[src/rtl/tdma_arb_pkg.sv]
package tdma_arb_pkg;

  localparam int unsigned MAX_CORES    = 8;
  localparam int unsigned SLOT_LEN_W   = 8;
  localparam int unsigned SHARE_FRAC_W = 8;

  // Strobes from the slot sequencer to the grant datapath
  typedef struct packed {
    logic startOpen;     // slot open and not in its final cycle
    logic enterOverrun;  // slot ended while a phase is still held
  } ctrlStrobe_t;

  function automatic int unsigned slotLenOf(
    input logic [MAX_CORES*SLOT_LEN_W-1:0] lens,
    input int unsigned idx
  );
    return 32'(lens[idx*SLOT_LEN_W +: SLOT_LEN_W]);
  endfunction

  function automatic int unsigned periodOf(
    input logic [MAX_CORES*SLOT_LEN_W-1:0] lens,
    input int unsigned numCores
  );
    int unsigned total;
    total = 0;
    for (int unsigned i = 0; i < numCores; i++) begin
      total += slotLenOf(lens, i);
    end
    return total;
  endfunction

endpackage

[src/rtl/tdma_arb_ctrl.sv]
module tdma_arb_ctrl
  import tdma_arb_pkg::*;
#(
  parameter int unsigned NUM_CORES = 2,
  parameter logic [MAX_CORES*SLOT_LEN_W-1:0] SLOT_LENS = 64'h0404040404040604,
  localparam int unsigned IDX_W = (NUM_CORES > 1) ? $clog2(NUM_CORES) : 1
) (
  input  logic                 clk,
  input  logic                 rstN,
  input  logic                 busy,
  input  logic                 doneNow,
  output logic [IDX_W-1:0]     curSlot,
  output logic [NUM_CORES-1:0] slotActive,
  output ctrlStrobe_t          strobe
);

  typedef enum logic {ST_RUN, ST_OVERRUN} seqState_t;

  seqState_t             state;
  logic [SLOT_LEN_W-1:0] slotCnt;
  logic [SLOT_LEN_W-1:0] curLen;
  logic [SLOT_LEN_W-1:0] lenTable [NUM_CORES];
  logic [IDX_W-1:0]      nextSlot;
  logic                  lastCycle;

  generate
    for (genvar g = 0; g < NUM_CORES; g++) begin : gLen
      assign lenTable[g] = SLOT_LENS[g*SLOT_LEN_W +: SLOT_LEN_W];
    end
  endgenerate

  assign curLen    = lenTable[curSlot];
  assign nextSlot  = (curSlot == IDX_W'(NUM_CORES-1)) ? '0 : curSlot + 1'b1;
  assign lastCycle = (state == ST_RUN) && (slotCnt == curLen - 1'b1);

  assign strobe.startOpen    = (state == ST_RUN) && !lastCycle;
  assign strobe.enterOverrun = lastCycle && busy && !doneNow;

  always_comb begin
    slotActive = '0;
    if (state == ST_RUN) slotActive[curSlot] = 1'b1;
  end

  always_ff @(posedge clk) begin
    if (!rstN) begin
      state   <= ST_RUN;
      curSlot <= '0;
      slotCnt <= '0;
    end else begin
      case (state)
        ST_RUN: begin
          if (lastCycle) begin
            if (busy && !doneNow) begin
              state <= ST_OVERRUN;
            end else begin
              curSlot <= nextSlot;
              slotCnt <= '0;
            end
          end else begin
            slotCnt <= slotCnt + 1'b1;
          end
        end
        ST_OVERRUN: begin
          if (doneNow) begin
            state   <= ST_RUN;
            curSlot <= nextSlot;
            slotCnt <= '0;
          end
        end
      endcase
    end
  end

  // the position inside an open slot never reaches the slot length
  assert_slot_in_range_R1: assert property (@(posedge clk) disable iff (!rstN)
    (state == ST_RUN) |-> (slotCnt < curLen));

  // the round is only held while some phase keeps the grant
  assert_overrun_needs_holder_R4: assert property (@(posedge clk) disable iff (!rstN)
    (state == ST_OVERRUN) |-> busy);

endmodule

[src/rtl/tdma_arb_dp.sv]
module tdma_arb_dp
  import tdma_arb_pkg::*;
#(
  parameter int unsigned NUM_CORES = 2,
  parameter logic [MAX_CORES*SLOT_LEN_W-1:0] SLOT_LENS = 64'h0404040404040604,
  parameter int unsigned OVR_W = 8,
  localparam int unsigned IDX_W   = (NUM_CORES > 1) ? $clog2(NUM_CORES) : 1,
  localparam int unsigned SHARE_W = SHARE_FRAC_W + 1
) (
  input  logic                         clk,
  input  logic                         rstN,
  input  logic [NUM_CORES-1:0]         memReq,
  input  logic [NUM_CORES-1:0]         phaseDone,
  input  logic [IDX_W-1:0]             curSlot,
  input  ctrlStrobe_t                  strobe,
  output logic [NUM_CORES-1:0]         memGrant,
  output logic                         busy,
  output logic                         doneNow,
  output logic [OVR_W-1:0]             overrunCount,
  output logic [NUM_CORES*SHARE_W-1:0] bwShare
);

  localparam int unsigned PERIOD = periodOf(SLOT_LENS, NUM_CORES);

  logic [NUM_CORES-1:0] grantReg;
  logic [NUM_CORES-1:0] ownerMask;
  logic                 ownerReq;

  assign busy      = |grantReg;
  assign doneNow   = |(grantReg & phaseDone);
  assign ownerMask = {{(NUM_CORES-1){1'b0}}, 1'b1} << curSlot;
  assign ownerReq  = memReq[curSlot];
  assign memGrant  = grantReg;

  always_ff @(posedge clk) begin
    if (!rstN) begin
      grantReg <= '0;
    end else if (busy && doneNow) begin
      grantReg <= '0;
    end else if (!busy && strobe.startOpen && ownerReq) begin
      grantReg <= ownerMask;
    end
  end

  always_ff @(posedge clk) begin
    if (!rstN) begin
      overrunCount <= '0;
    end else if (strobe.enterOverrun && (overrunCount != '1)) begin
      overrunCount <= overrunCount + 1'b1;
    end
  end

  generate
    for (genvar g = 0; g < NUM_CORES; g++) begin : gShare
      localparam int unsigned SHARE_VAL =
        (slotLenOf(SLOT_LENS, g) * (1 << SHARE_FRAC_W)) / PERIOD;
      assign bwShare[g*SHARE_W +: SHARE_W] = SHARE_W'(SHARE_VAL);

      // a started phase is never taken away before completion
      assert_grant_held_R3: assert property (@(posedge clk) disable iff (!rstN)
        (grantReg[g] && !phaseDone[g]) |=> grantReg[g]);

      // completion releases the grant in the next cycle
      assert_grant_release_R3: assert property (@(posedge clk) disable iff (!rstN)
        (grantReg[g] && phaseDone[g]) |=> !grantReg[g]);
    end
  endgenerate

  // single holder
  assert_single_holder_R6: assert property (@(posedge clk) disable iff (!rstN)
    $onehot0(grantReg));

  // the counter only ever steps by one
  assert_count_step_R5: assert property (@(posedge clk) disable iff (!rstN)
    (overrunCount != $past(overrunCount)) |-> (overrunCount == $past(overrunCount) + 1'b1));

endmodule

[src/rtl/tdma_mem_arb.sv]
module tdma_mem_arb
  import tdma_arb_pkg::*;
#(
  parameter int unsigned NUM_CORES = 2,
  parameter logic [MAX_CORES*SLOT_LEN_W-1:0] SLOT_LENS = 64'h0404040404040604,
  parameter int unsigned OVR_W = 8,
  localparam int unsigned IDX_W   = (NUM_CORES > 1) ? $clog2(NUM_CORES) : 1,
  localparam int unsigned SHARE_W = SHARE_FRAC_W + 1
) (
  input  logic                         clk,
  input  logic                         rstN,
  input  logic [NUM_CORES-1:0]         memReq,
  input  logic [NUM_CORES-1:0]         phaseDone,
  output logic [NUM_CORES-1:0]         slotActive,
  output logic [NUM_CORES-1:0]         memGrant,
  output logic [OVR_W-1:0]             overrunCount,
  output logic [NUM_CORES*SHARE_W-1:0] bwShare
);

  logic             busy;
  logic             doneNow;
  logic [IDX_W-1:0] curSlot;
  ctrlStrobe_t      strobe;

  tdma_arb_ctrl #(
    .NUM_CORES (NUM_CORES),
    .SLOT_LENS (SLOT_LENS)
  ) ctrl_i (
    .clk        (clk),
    .rstN       (rstN),
    .busy       (busy),
    .doneNow    (doneNow),
    .curSlot    (curSlot),
    .slotActive (slotActive),
    .strobe     (strobe)
  );

  tdma_arb_dp #(
    .NUM_CORES (NUM_CORES),
    .SLOT_LENS (SLOT_LENS),
    .OVR_W     (OVR_W)
  ) dp_i (
    .clk          (clk),
    .rstN         (rstN),
    .memReq       (memReq),
    .phaseDone    (phaseDone),
    .curSlot      (curSlot),
    .strobe       (strobe),
    .memGrant     (memGrant),
    .busy         (busy),
    .doneNow      (doneNow),
    .overrunCount (overrunCount),
    .bwShare      (bwShare)
  );

  generate
    for (genvar g = 0; g < NUM_CORES; g++) begin : gPortChk
      // a grant only starts inside its owner's open slot
      assert_grant_in_slot_R2: assert property (@(posedge clk) disable iff (!rstN)
        $rose(memGrant[g]) |-> slotActive[g]);
    end
  endgenerate

  // all slots closed means a phase is being held past its slot
  assert_closed_round_held_R4: assert property (@(posedge clk) disable iff (!rstN)
    (slotActive == '0) |-> (memGrant != '0));

  // never more than one open slot
  assert_one_slot_R1: assert property (@(posedge clk) disable iff (!rstN)
    $onehot0(slotActive));

endmodule

[config.mk]
export PLATFORM = sky130hd
export DESIGN_NAME = tdma_mem_arb
export DESIGN_NICKNAME = d
export VERILOG_FILES = /design/src/rtl/tdma_arb_pkg.sv /design/src/rtl/tdma_arb_ctrl.sv /design/src/rtl/tdma_arb_dp.sv /design/src/rtl/tdma_mem_arb.sv
export SDC_FILE = /design/constraint.sdc
export NUM_CORES = 1
export LEC_CHECK = 0
export BUFFER_PORTS_ARGS = -buffer_cell sky130_fd_sc_hd__clkbuf_2
export CORE_MARGIN = 4
export CORE_UTILIZATION = 48
export CTS_BUF_LIST = sky130_fd_sc_hd__clkbuf_4
export CTS_CLUSTER_SIZE = 30
export DETAILED_ROUTE_END_ITERATION = 7
export PLACE_DENSITY = 0.89
export SLEW_MARGIN = 20
export SYNTH_ARGS = -nofsm -noshare
export SYNTH_HDL_FRONTEND = slang
export SYNTH_SLANG_ARGS = --single-unit
[constraint.sdc]
create_clock -name clk -period 1.68 [get_ports clk]
set_input_delay 0.084 -clock clk [delete_from_list [all_inputs] [get_ports clk]]
set_output_delay 0.084 -clock clk [all_outputs]
set_load 0.01 [all_outputs]
==> results of run 1 <==
[worst reg2reg max path: cells and delay by family, from the launching register on]
family | cells | cell delay [ps]
AND/OR/NAND/NOR | 3 | 1050
AO/OA/AOI/OAI | 1 | 150
flip-flops | 1 | 490
[logic make-up after synthesis]
logic type               Yosys count
AND/OR/NAND/NOR                   54
AO/OA/AOI/OAI                     33
buffers and inverters             27
flip-flops                        20
multiplexers                       3
adder cells (fa/ha/maj)            2
other                              2
XOR/XNOR                           1
[cells in the final DEF, fill, tap and decap left out, types with 2 or more instances in the layout]
| master | instances |
|---|---|
| a21oi_1 | 6 |
| a21oi_2 | 2 |
| a221o_1 | 4 |
| and3_1 | 2 |
| buf_4 | 14 |
| buf_6 | 2 |
| clkbuf_2 | 17 |
| clkbuf_4 | 3 |
| conb_1 | 18 |
| dfxtp_1 | 14 |
| dfxtp_2 | 5 |
| inv_1 | 5 |
| mux2i_1 | 2 |
| nand2_1 | 7 |
| nand2b_1 | 2 |
| nand3_1 | 5 |
| nand4_1 | 2 |
| nor2_1 | 7 |
| nor2_2 | 2 |
| nor2b_1 | 3 |
| nor3_1 | 5 |
| nor4_1 | 2 |
| nor4_2 | 2 |
| o2111ai_2 | 2 |
| o211ai_1 | 2 |
| o21a_1 | 3 |
| o31ai_1 | 3 |
| or2_2 | 4 |
| or4_1 | 3 |
[through the flow]
stage / utilization [%] / worst slack, ps / total power, mW / cells / cell area [sq um]
floorplan: - / 21.33 / 0.6581 / 158 / 1286
detailed placement: 54.84 / -10.94 / 0.6882 / 195 / 1346
global placement: 54.84 / 41.50 / 0.6788 / 195 / 1346
CTS: 56.27 / 14.21 / 0.9175 / 198 / 1381
finish: 61.21 / -66.70 / 0.9704 / 204 / 1503
global route: 61.21 / -119.8 / 1.007 / 204 / 1503
[power by group through the flow]
stage	sequential (mW)	clock [mW]	combinational, mW
global route	0.515	0.250	0.242
detailed placement	0.517	0	0.172
CTS	0.509	0.232	0.176
floorplan	0.517	0	0.141
global placement	0.514	0	0.165
finish	0.512	0.233	0.226
[registers in the layout (all words and copies together), names as in the netlist]
signal	flops
dp_i.memGrant	2
ctrl_i.slotCnt	8
ctrl_i.state	1
dp_i.overrunCount	8
ctrl_i.curSlot	1
[how the worst min path moves through the flow]
stage / slack, ps / depth (start not counted) / from / end
finish: 100 / 2 / rstN / dp_i.overrunCount[1]$_SDFFE_PN0P_
global route: 120 / 2 / rstN / dp_i.overrunCount[1]$_SDFFE_PN0P_
CTS: 110 / 2 / rstN / dp_i.overrunCount[1]$_SDFFE_PN0P_
detailed placement: 440 / 2 / rstN / dp_i.overrunCount[1]$_SDFFE_PN0P_
global placement: 420 / 3 / memReq[0] / dp_i.memGrant[0]$_SDFFE_PP0P_
floorplan: 200 / 1 / rstN / dp_i.overrunCount[1]$_SDFFE_PN0P_
[what timing repair did]
item / 4_1_cts / 5_1_grt
setup buffers: 0 / 4
resized for setup: 5 / 20
setup endpoints to repair: 8 / 11
hold endpoints to repair: 0 / 0
pin swaps: 0 / 6
gates cloned: 0 / 2
[layer usage]
metal	track usage (%)	vias up	routed length [microns]
met4	9.603	0	110
met5	0	-	0
li1	-	565	-
met1	20.24	570	1307
met2	29.98	75	1691
met3	2.193	14	330
[final cells by class]
cell class	instances	area, sq um
sequential	20	410.4
tap	30	37.54
inverter	5	18.77
timing repair buffer	34	217.7
fill	188	952.2
multi-input combinational	112	795.8
clock buffer	3	22.52
==> results.cfg, run 1 <==
[clock_network]
ctsHtreeMaxLevel = 1
cts_tree = yes
cts_hold_buf = 0
insertion_delay_ps = 310
clk_pin_slew_ps = 120
clock_sinks = 20
root_buffer = clkbuf_4
max-clock-path-buffers = 2
cts_buffers = 3

[floorplanning]
die_width_microns = 58.54
die_area_sq_um = 3427
row_count = 18
io_pins = 36
core_region_area_sq_um = 2455
initial_core_util_pct = 49.95
die_h_microns = 58.54

[critical_path]
cp_top_family = simple AND/OR/NAND/NOR gates
crit_fanout = 5
crit_end = dp_i.overrunCount[5]$_SDFFE_PN0P_
reg2reg_from = dp_i.overrunCount[3]$_SDFFE_PN0P_
r2r_slack_ps = -70
path_depth = 4
reg2reg_depth = 4
critPathLaunch = dp_i.overrunCount[3]$_SDFFE_PN0P_
worstPathRequired_ps = 1930
slowest_delay_ps = 510
path_class = reg -> reg
r2r_end = dp_i.overrunCount[5]$_SDFFE_PN0P_
end_kind = flip-flop
worstPathCellList = nand4_1 > or2_2 > or4_1 > a21oi_1
crit_arrival_ps = 2000
cp_slowest_cell = or4_1
startpoint_type = flip-flop
crit_buf_inv = 0

[pwr]
pwr-share-clk_pct = 24.0
switching_power_mw = 0.3012
switching_share_pct = 31.04
vdd_drop_max_uv = 602.1
p_leak_nw = 0.6053
p_int_mw = 0.6692
seqPwrFrac_pct = 52.7
power_frac_comb_pct = 23.3
p_per_area_nw_per_um2 = 645.8

[detailed_routing]
drt-initial-drc-count = 62
viasPerCell = 6.000
wl_per_cell_microns = 16.86
drc = 0
vias = 1224
wl_mm = 3.440
drt_first_pass_iters = 4
ant_nets = 0

[run]
cap_violations = 0

[yosys]
yosysMostFrequentCell = dfxtp_1
synthMuxAreaShare_pct = 2.551
syn_avg_cell_area_sq_um = 8.635
yosys-top-cells-count = 20 x dfxtp_1, 18 x buf_4, 9 x nor2_1, 8 x a21oi_1, 7 x nand2_1
synth_compound_area_share_pct = 22.65
ys_ff_latch = 20
synth-edff-count = 0
synthTopCellsByArea = dfxtp_1 33%, buf_4 11%, a21oi_1 3.3%, a221o_1 3.3%, nor2_1 2.8%
synthXorXnorAreaFrac_pct = 0.7143
yosys.area.top_type_share_pct = 32.65
synth_area_leader_cell = dfxtp_1
ys.flop_type = dfxtp_1
yosysSeqAreaShare_pct = 32.65
synth_top_family_by_area = simple AND/OR/NAND/NOR gates
yosysWarningCount = 0
synthCells = 142
synthArstFlopShare_pct = 0
synth_fa_ha_area_share_pct = 2.041
synth_simple_gate_area_share_pct = 24.80
synth_cell_type_count = 43
syn_area_sq_um = 1226

[global_route]
groute.usage.overall_pct = 17.22
grt_first_pass_wirelength_mm = 4.581
grt_pass1_vias = 1056
grt_antenna_before_repair = 0
overflow = 0
grt_start_max_net_pins = 14

[sta]
maxSlewViolCount = 0
fmax_ghz = 0.5725
tns_ps = -77.77
period_minus_slack_ps = 1747
whs_ps = 98.38
finalHoldViolations = 0
worst_slack_ps = -66.70
finalClockSkew_ps = 11.58
fin_crit_sh_pct = 104.0
setup_viol = 2
grt_setup_unrepaired = true

[min_path]
hold_path_class = in -> reg

[outcome]
status = finished, violations left
failed_checks = setup timing

[finish]
drive_above_1_share_pct = 38.51
diodes = 0
nNetsFinal = 184
area_growth_pct = 22.55

[placed_design]
io_buffers = 17
gp_congestion = 0.7750
hpwl_mm = 2.113
Note: power is estimated with default switching activity, not from simulation.
==> inputs of run 2 (changes only) <==
--- a/config.mk
+++ b/config.mk
@@ -12,6 +12,7 @@
 export CTS_CLUSTER_SIZE = 30
 export DETAILED_ROUTE_END_ITERATION = 7
 export PLACE_DENSITY = 0.89
+export REMOVE_ABC_BUFFERS = 1
 export SLEW_MARGIN = 20
 export SYNTH_ARGS = -nofsm -noshare
 export SYNTH_HDL_FRONTEND = slang
==> results.cfg, run 2 (synthesized netlist as in run 1, its figures left out) <==
[outcome]
status = finished, violations left
failed_checks = setup timing

[critical_path]
path_class = reg -> reg
cp_slowest_cell = dfxtp_4
worstPathCellList = nor3b_4 > buf_4 > o2111a_2 > o211a_4 > a221o_1
r2r_slack_ps = -3
critPathLaunch = ctrl_i.slotCnt[1]$_SDFFE_PN0P_
crit_buf_inv = 1
crit_arrival_ps = 1900
reg2reg_from = ctrl_i.slotCnt[1]$_SDFFE_PN0P_
cp_top_family = compound AO/OA/AOI/OAI gates
crit_end = ctrl_i.slotCnt[6]$_SDFFE_PN0P_
worstPathRequired_ps = 1900
end_kind = flip-flop
crit_fanout = 7
reg2reg_depth = 5
r2r_end = ctrl_i.slotCnt[6]$_SDFFE_PN0P_
path_depth = 5
startpoint_type = flip-flop
slowest_delay_ps = 380

[global_route]
grt_pass1_vias = 1114
grt_start_max_net_pins = 14
groute.usage.overall_pct = 18.35
grt_antenna_before_repair = 0
grt_first_pass_wirelength_mm = 4.850
overflow = 0

[run]
cap_violations = 0

[floorplanning]
die_width_microns = 58.54
core_region_area_sq_um = 2455
die_area_sq_um = 3427
die_h_microns = 58.54
initial_core_util_pct = 49.95
row_count = 18
io_pins = 36

[detailed_routing]
ant_nets = 0
wl_per_cell_microns = 15.71
drc = 0
viasPerCell = 5.837
wl_mm = 3.267
drt-initial-drc-count = 78
drt_first_pass_iters = 5
vias = 1214

[sta]
maxSlewViolCount = 0
worst_slack_ps = -2.597
setup_viol = 1
grt_setup_unrepaired = true
finalHoldViolations = 0
fin_crit_sh_pct = 100.2
period_minus_slack_ps = 1683
fmax_ghz = 0.5943
finalClockSkew_ps = 1.310

[finish]
layout_commonest_cell = buf_4
final_cell_count_no_fill = 208
nNetsFinal = 187
diodes = 0
area_growth_pct = 24.90
final_cell_mix = 19 x buf_4, 18 x conb_1, 17 x clkbuf_2, 13 x dfxtp_1
drive_above_1_share_pct = 40.45
finalInstanceArea_sq_um = 1531

[clock_network]
ctsHtreeMaxLevel = 1
clk_pin_slew_ps = 120
cts_tree = yes
clock_sinks = 20
insertion_delay_ps = 310
root_buffer = clkbuf_4
cts_hold_buf = 0
max-clock-path-buffers = 2
cts_buffers = 3

[pwr]
total_power_mw = 0.9826
vdd_drop_max_uv = 585.8
p_leak_nw = 0.6220
p_per_area_nw_per_um2 = 641.6

[placed_design]
dpl_cell_area_sq_um = 1369
gp_congestion = 0.8277
io_buffers = 17
hpwl_mm = 2.160
dp.cells = 198

[min_path]
hold_path_class = in -> reg
## run 2: through the flow
stage | util, % | setup WS [ps] | hold slack, ps | setup TNS (ps)
after CTS | 57.44 | 0.6433 | 94.54 | 0
after detailed placement | 55.76 | -19.93 | 444.0 | -24.62
after global placement | 55.76 | 78.27 | 411.1 | 0
after floorplan | - | -88.48 | 201.5 | -224.3
after global routing | 62.39 | -52.61 | 120.4 | -189.2
final | 62.39 | -2.597 | 103.0 | -2.597
## run 2: how the worst min path moves through the flow
| stage | slack (ps) | end | start | cells after the start |
|---|---|---|---|---|
| 3_5_place_dp | 440 | dp_i.overrunCount[1]$_SDFFE_PN0P_ | rstN | 2 |
| 4_1_cts | 90 | dp_i.overrunCount[1]$_SDFFE_PN0P_ | rstN | 2 |
| 5_1_grt | 120 | dp_i.memGrant[0]$_SDFFE_PP0P_ | memReq[0] | 3 |
| 2_1_floorplan | 200 | dp_i.overrunCount[1]$_SDFFE_PN0P_ | rstN | 1 |
| 6_report | 100 | dp_i.overrunCount[1]$_SDFFE_PN0P_ | rstN | 2 |
| 3_3_place_gp | 410 | dp_i.memGrant[0]$_SDFFE_PP0P_ | memReq[0] | 3 |
## run 2: timing repair
| item | in CTS | in global routing |
|---|---|---|
| pin swaps | 0 | 5 |
| gates resized for setup | 5 | 19 |
| endpoints found under the setup margin | 3 | 10 |
| setup buffers | 0 | 4 |
| cloned | 0 | 2 |
## run 2: report_power, final
part / internal [mW] / switching, mW / total [mW]
clock network: 0.0871 / 0.160 / 0.247
logic: 0.100 / 0.125 / 0.225
registers: 0.491 / 0.0189 / 0.510
total: 0.678 / 0.304 / 0.983
## run 2: layout make-up
class,instances,area [sq um]
sequential,20,411.6
fill,206,923.4
timing repair buffer,37,239.0
multi-input combinational,112,798.3
tap,30,37.54
clock inverter,1,3.754
inverter,5,18.77
clock buffer,3,22.52
## run 2: layer usage
metal | GRT usage [%] | up-vias | part of all wire, %
met4 | 9.934 | 0 | 2.4
met2 | 30.78 | 53 | 50
met3 | 5.702 | 11 | 6.8
met1 | 20.59 | 583 | 40
li1 | - | 567 | -
met5 | 0 | - | 0
==> inputs of run 3 (changes only) <==
--- a/config.mk
+++ b/config.mk
@@ -7,11 +7,11 @@
 export LEC_CHECK = 0
 export BUFFER_PORTS_ARGS = -buffer_cell sky130_fd_sc_hd__clkbuf_2
 export CORE_MARGIN = 4
-export CORE_UTILIZATION = 48
+export CORE_UTILIZATION = 53
 export CTS_BUF_LIST = sky130_fd_sc_hd__clkbuf_4
 export CTS_CLUSTER_SIZE = 30
 export DETAILED_ROUTE_END_ITERATION = 7
-export PLACE_DENSITY = 0.89
+export PLACE_DENSITY = 0.93
 export REMOVE_ABC_BUFFERS = 1
 export SLEW_MARGIN = 20
 export SYNTH_ARGS = -nofsm -noshare
==> constraint.sdc (replaced) <==
create_clock -name clk -period 1.6 [get_ports clk]
set_input_delay 0.08 -clock clk [delete_from_list [all_inputs] [get_ports clk]]
set_output_delay 0.08 -clock clk [all_outputs]
set_load 0.01 [all_outputs]
==> results.cfg, run 3 (synthesized netlist as in run 1, its figures left out) <==
[floorplanning]
die_width_microns = 56.10
die_h_microns = 56.10
row_count = 17
initial_core_util_pct = 55.43
io_pins = 36
core_region_area_sq_um = 2212
die_area_sq_um = 3147

[pwr]
power_frac_comb_pct = 25.3
p_int_mw = 0.7206
switching_power_mw = 0.3166
seqPwrFrac_pct = 51.9
vdd_drop_max_uv = 688.7
switching_share_pct = 30.52
pwr-share-clk_pct = 22.9
p_per_area_nw_per_um2 = 636.2
p_leak_nw = 0.6746

[critical_path]
worstPathRequired_ps = 1840
crit_buf_inv = 0
path_class = reg -> reg
cp_top_family = simple AND/OR/NAND/NOR gates
end_kind = flip-flop
slowest_delay_ps = 530
worstPathCellList = and3b_4 > o2111ai_4 > or4_4 > a21oi_2
reg2reg_from = ctrl_i.slotCnt[1]$_SDFFE_PN0P_
crit_fanout = 8
critPathLaunch = ctrl_i.slotCnt[1]$_SDFFE_PN0P_
r2r_slack_ps = -20
startpoint_type = flip-flop
crit_arrival_ps = 1860
cp_slowest_cell = or4_4

[clock_network]
clk_pin_slew_ps = 110
insertion_delay_ps = 290
cts_hold_buf = 0
clock_sinks = 20
root_buffer = clkbuf_4
ctsHtreeMaxLevel = 1
max-clock-path-buffers = 2
cts_tree = yes
cts_buffers = 3

[sta]
maxSlewViolCount = 0
fin_crit_sh_pct = 101.3
worst_slack_ps = -21.28
tns_ps = -43.69
setup_viol = 3
grt_setup_unrepaired = true
fmax_ghz = 0.6168
finalClockSkew_ps = 1.156
finalHoldViolations = 0
period_minus_slack_ps = 1621

[min_path]
hold_path_class = in -> reg
min-delay-start = rstN

[placed_design]
gp_congestion = 0.8462
io_buffers = 17
hpwl_mm = 2.226

[detailed_routing]
ant_nets = 0
drt-initial-drc-count = 50
drt_first_pass_iters = 4
wl_per_cell_microns = 15.57
drc = 0
vias = 1241
viasPerCell = 5.854
met2_length_mm = 1.734
wl_mm = 3.300
route.met3.wl_microns = 218
highest_layer = met4
m1WireLength_mm = 1.285

[finish]
diodes = 0
area_growth_pct = 32.96
finish.utilization_pct = 73.70
drive_above_1_share_pct = 46.20
final_cell_mix = 23 x buf_4, 18 x conb_1, 17 x clkbuf_2, 12 x dfxtp_1, 8 x nor2_1
fillCellCount = 141
layout_commonest_cell = buf_4
nNetsFinal = 194

[global_route]
grt_antenna_before_repair = 0
grt_pass1_vias = 1206
overflow = 0
grt_first_pass_wirelength_mm = 5.340
grt_start_max_net_pins = 11
groute.usage.overall_pct = 20.62

[outcome]
status = finished, violations left
failed_checks = setup timing

[run]
cap_violations = 0
## run 3: what timing repair did
item,4_1_cts,5_1_grt
setup endpoints to repair,13,17
cloned,1,0
pin swaps,3,18
buffers inserted,5,0
gates resized for setup,13,25
## run 3: worst paths after layout
path                                            end  cells after the start
hold reg to reg   dp_i.overrunCount[7]$_SDFFE_PN0P_                      2
setup reg to reg  dp_i.overrunCount[4]$_SDFFE_PN0P_                      4
setup / recovery  dp_i.overrunCount[4]$_SDFFE_PN0P_                      4
hold / removal    dp_i.overrunCount[1]$_SDFFE_PN0P_                      2
## run 3: power groups by stage
stage	combinational, mW	sequential [mW]	clock (mW)
after floorplan	0.110	0.544	0
after global routing	0.280	0.542	0.276
after CTS	0.234	0.534	0.240
after global placement	0.184	0.539	0
after detailed placement	0.195	0.542	0
final	0.262	0.538	0.237
## run 3: area by class of cell
class / instances / area [sq um] / share of cell area (%)
Clock buffer: 3 / 22.52 / 1.381
Multi-Input combinational cell: 111 / 833.3 / 51.11
Tap cell: 28 / 35.03 / 2.149
Sequential cell: 20 / 412.9 / 25.33
Inverter: 5 / 18.77 / 1.151
Timing Repair Buffer: 45 / 307.8 / 18.88
## run 3: metal layers
metal,up-vias,global-route usage (%)
met2,59,35.56
met1,590,24.79
li1,580,-
met5,-,0
met4,0,7.458
met3,12,4.640
## run 3: through the flow
step,hold slack (ps),area (sq um),power [mW],worst slack [ps],instances
after floorplan,197.5,1134,0.6540,-168.5,136
after global placement,409.2,1419,0.7235,-8.100,203
after detailed placement,432.9,1419,0.7374,-71.33,203
after CTS,108.5,1530,1.008,-11.20,212
after global routing,109.5,1630,1.099,-86.00,212
final,111.3,1630,1.037,-21.28,212
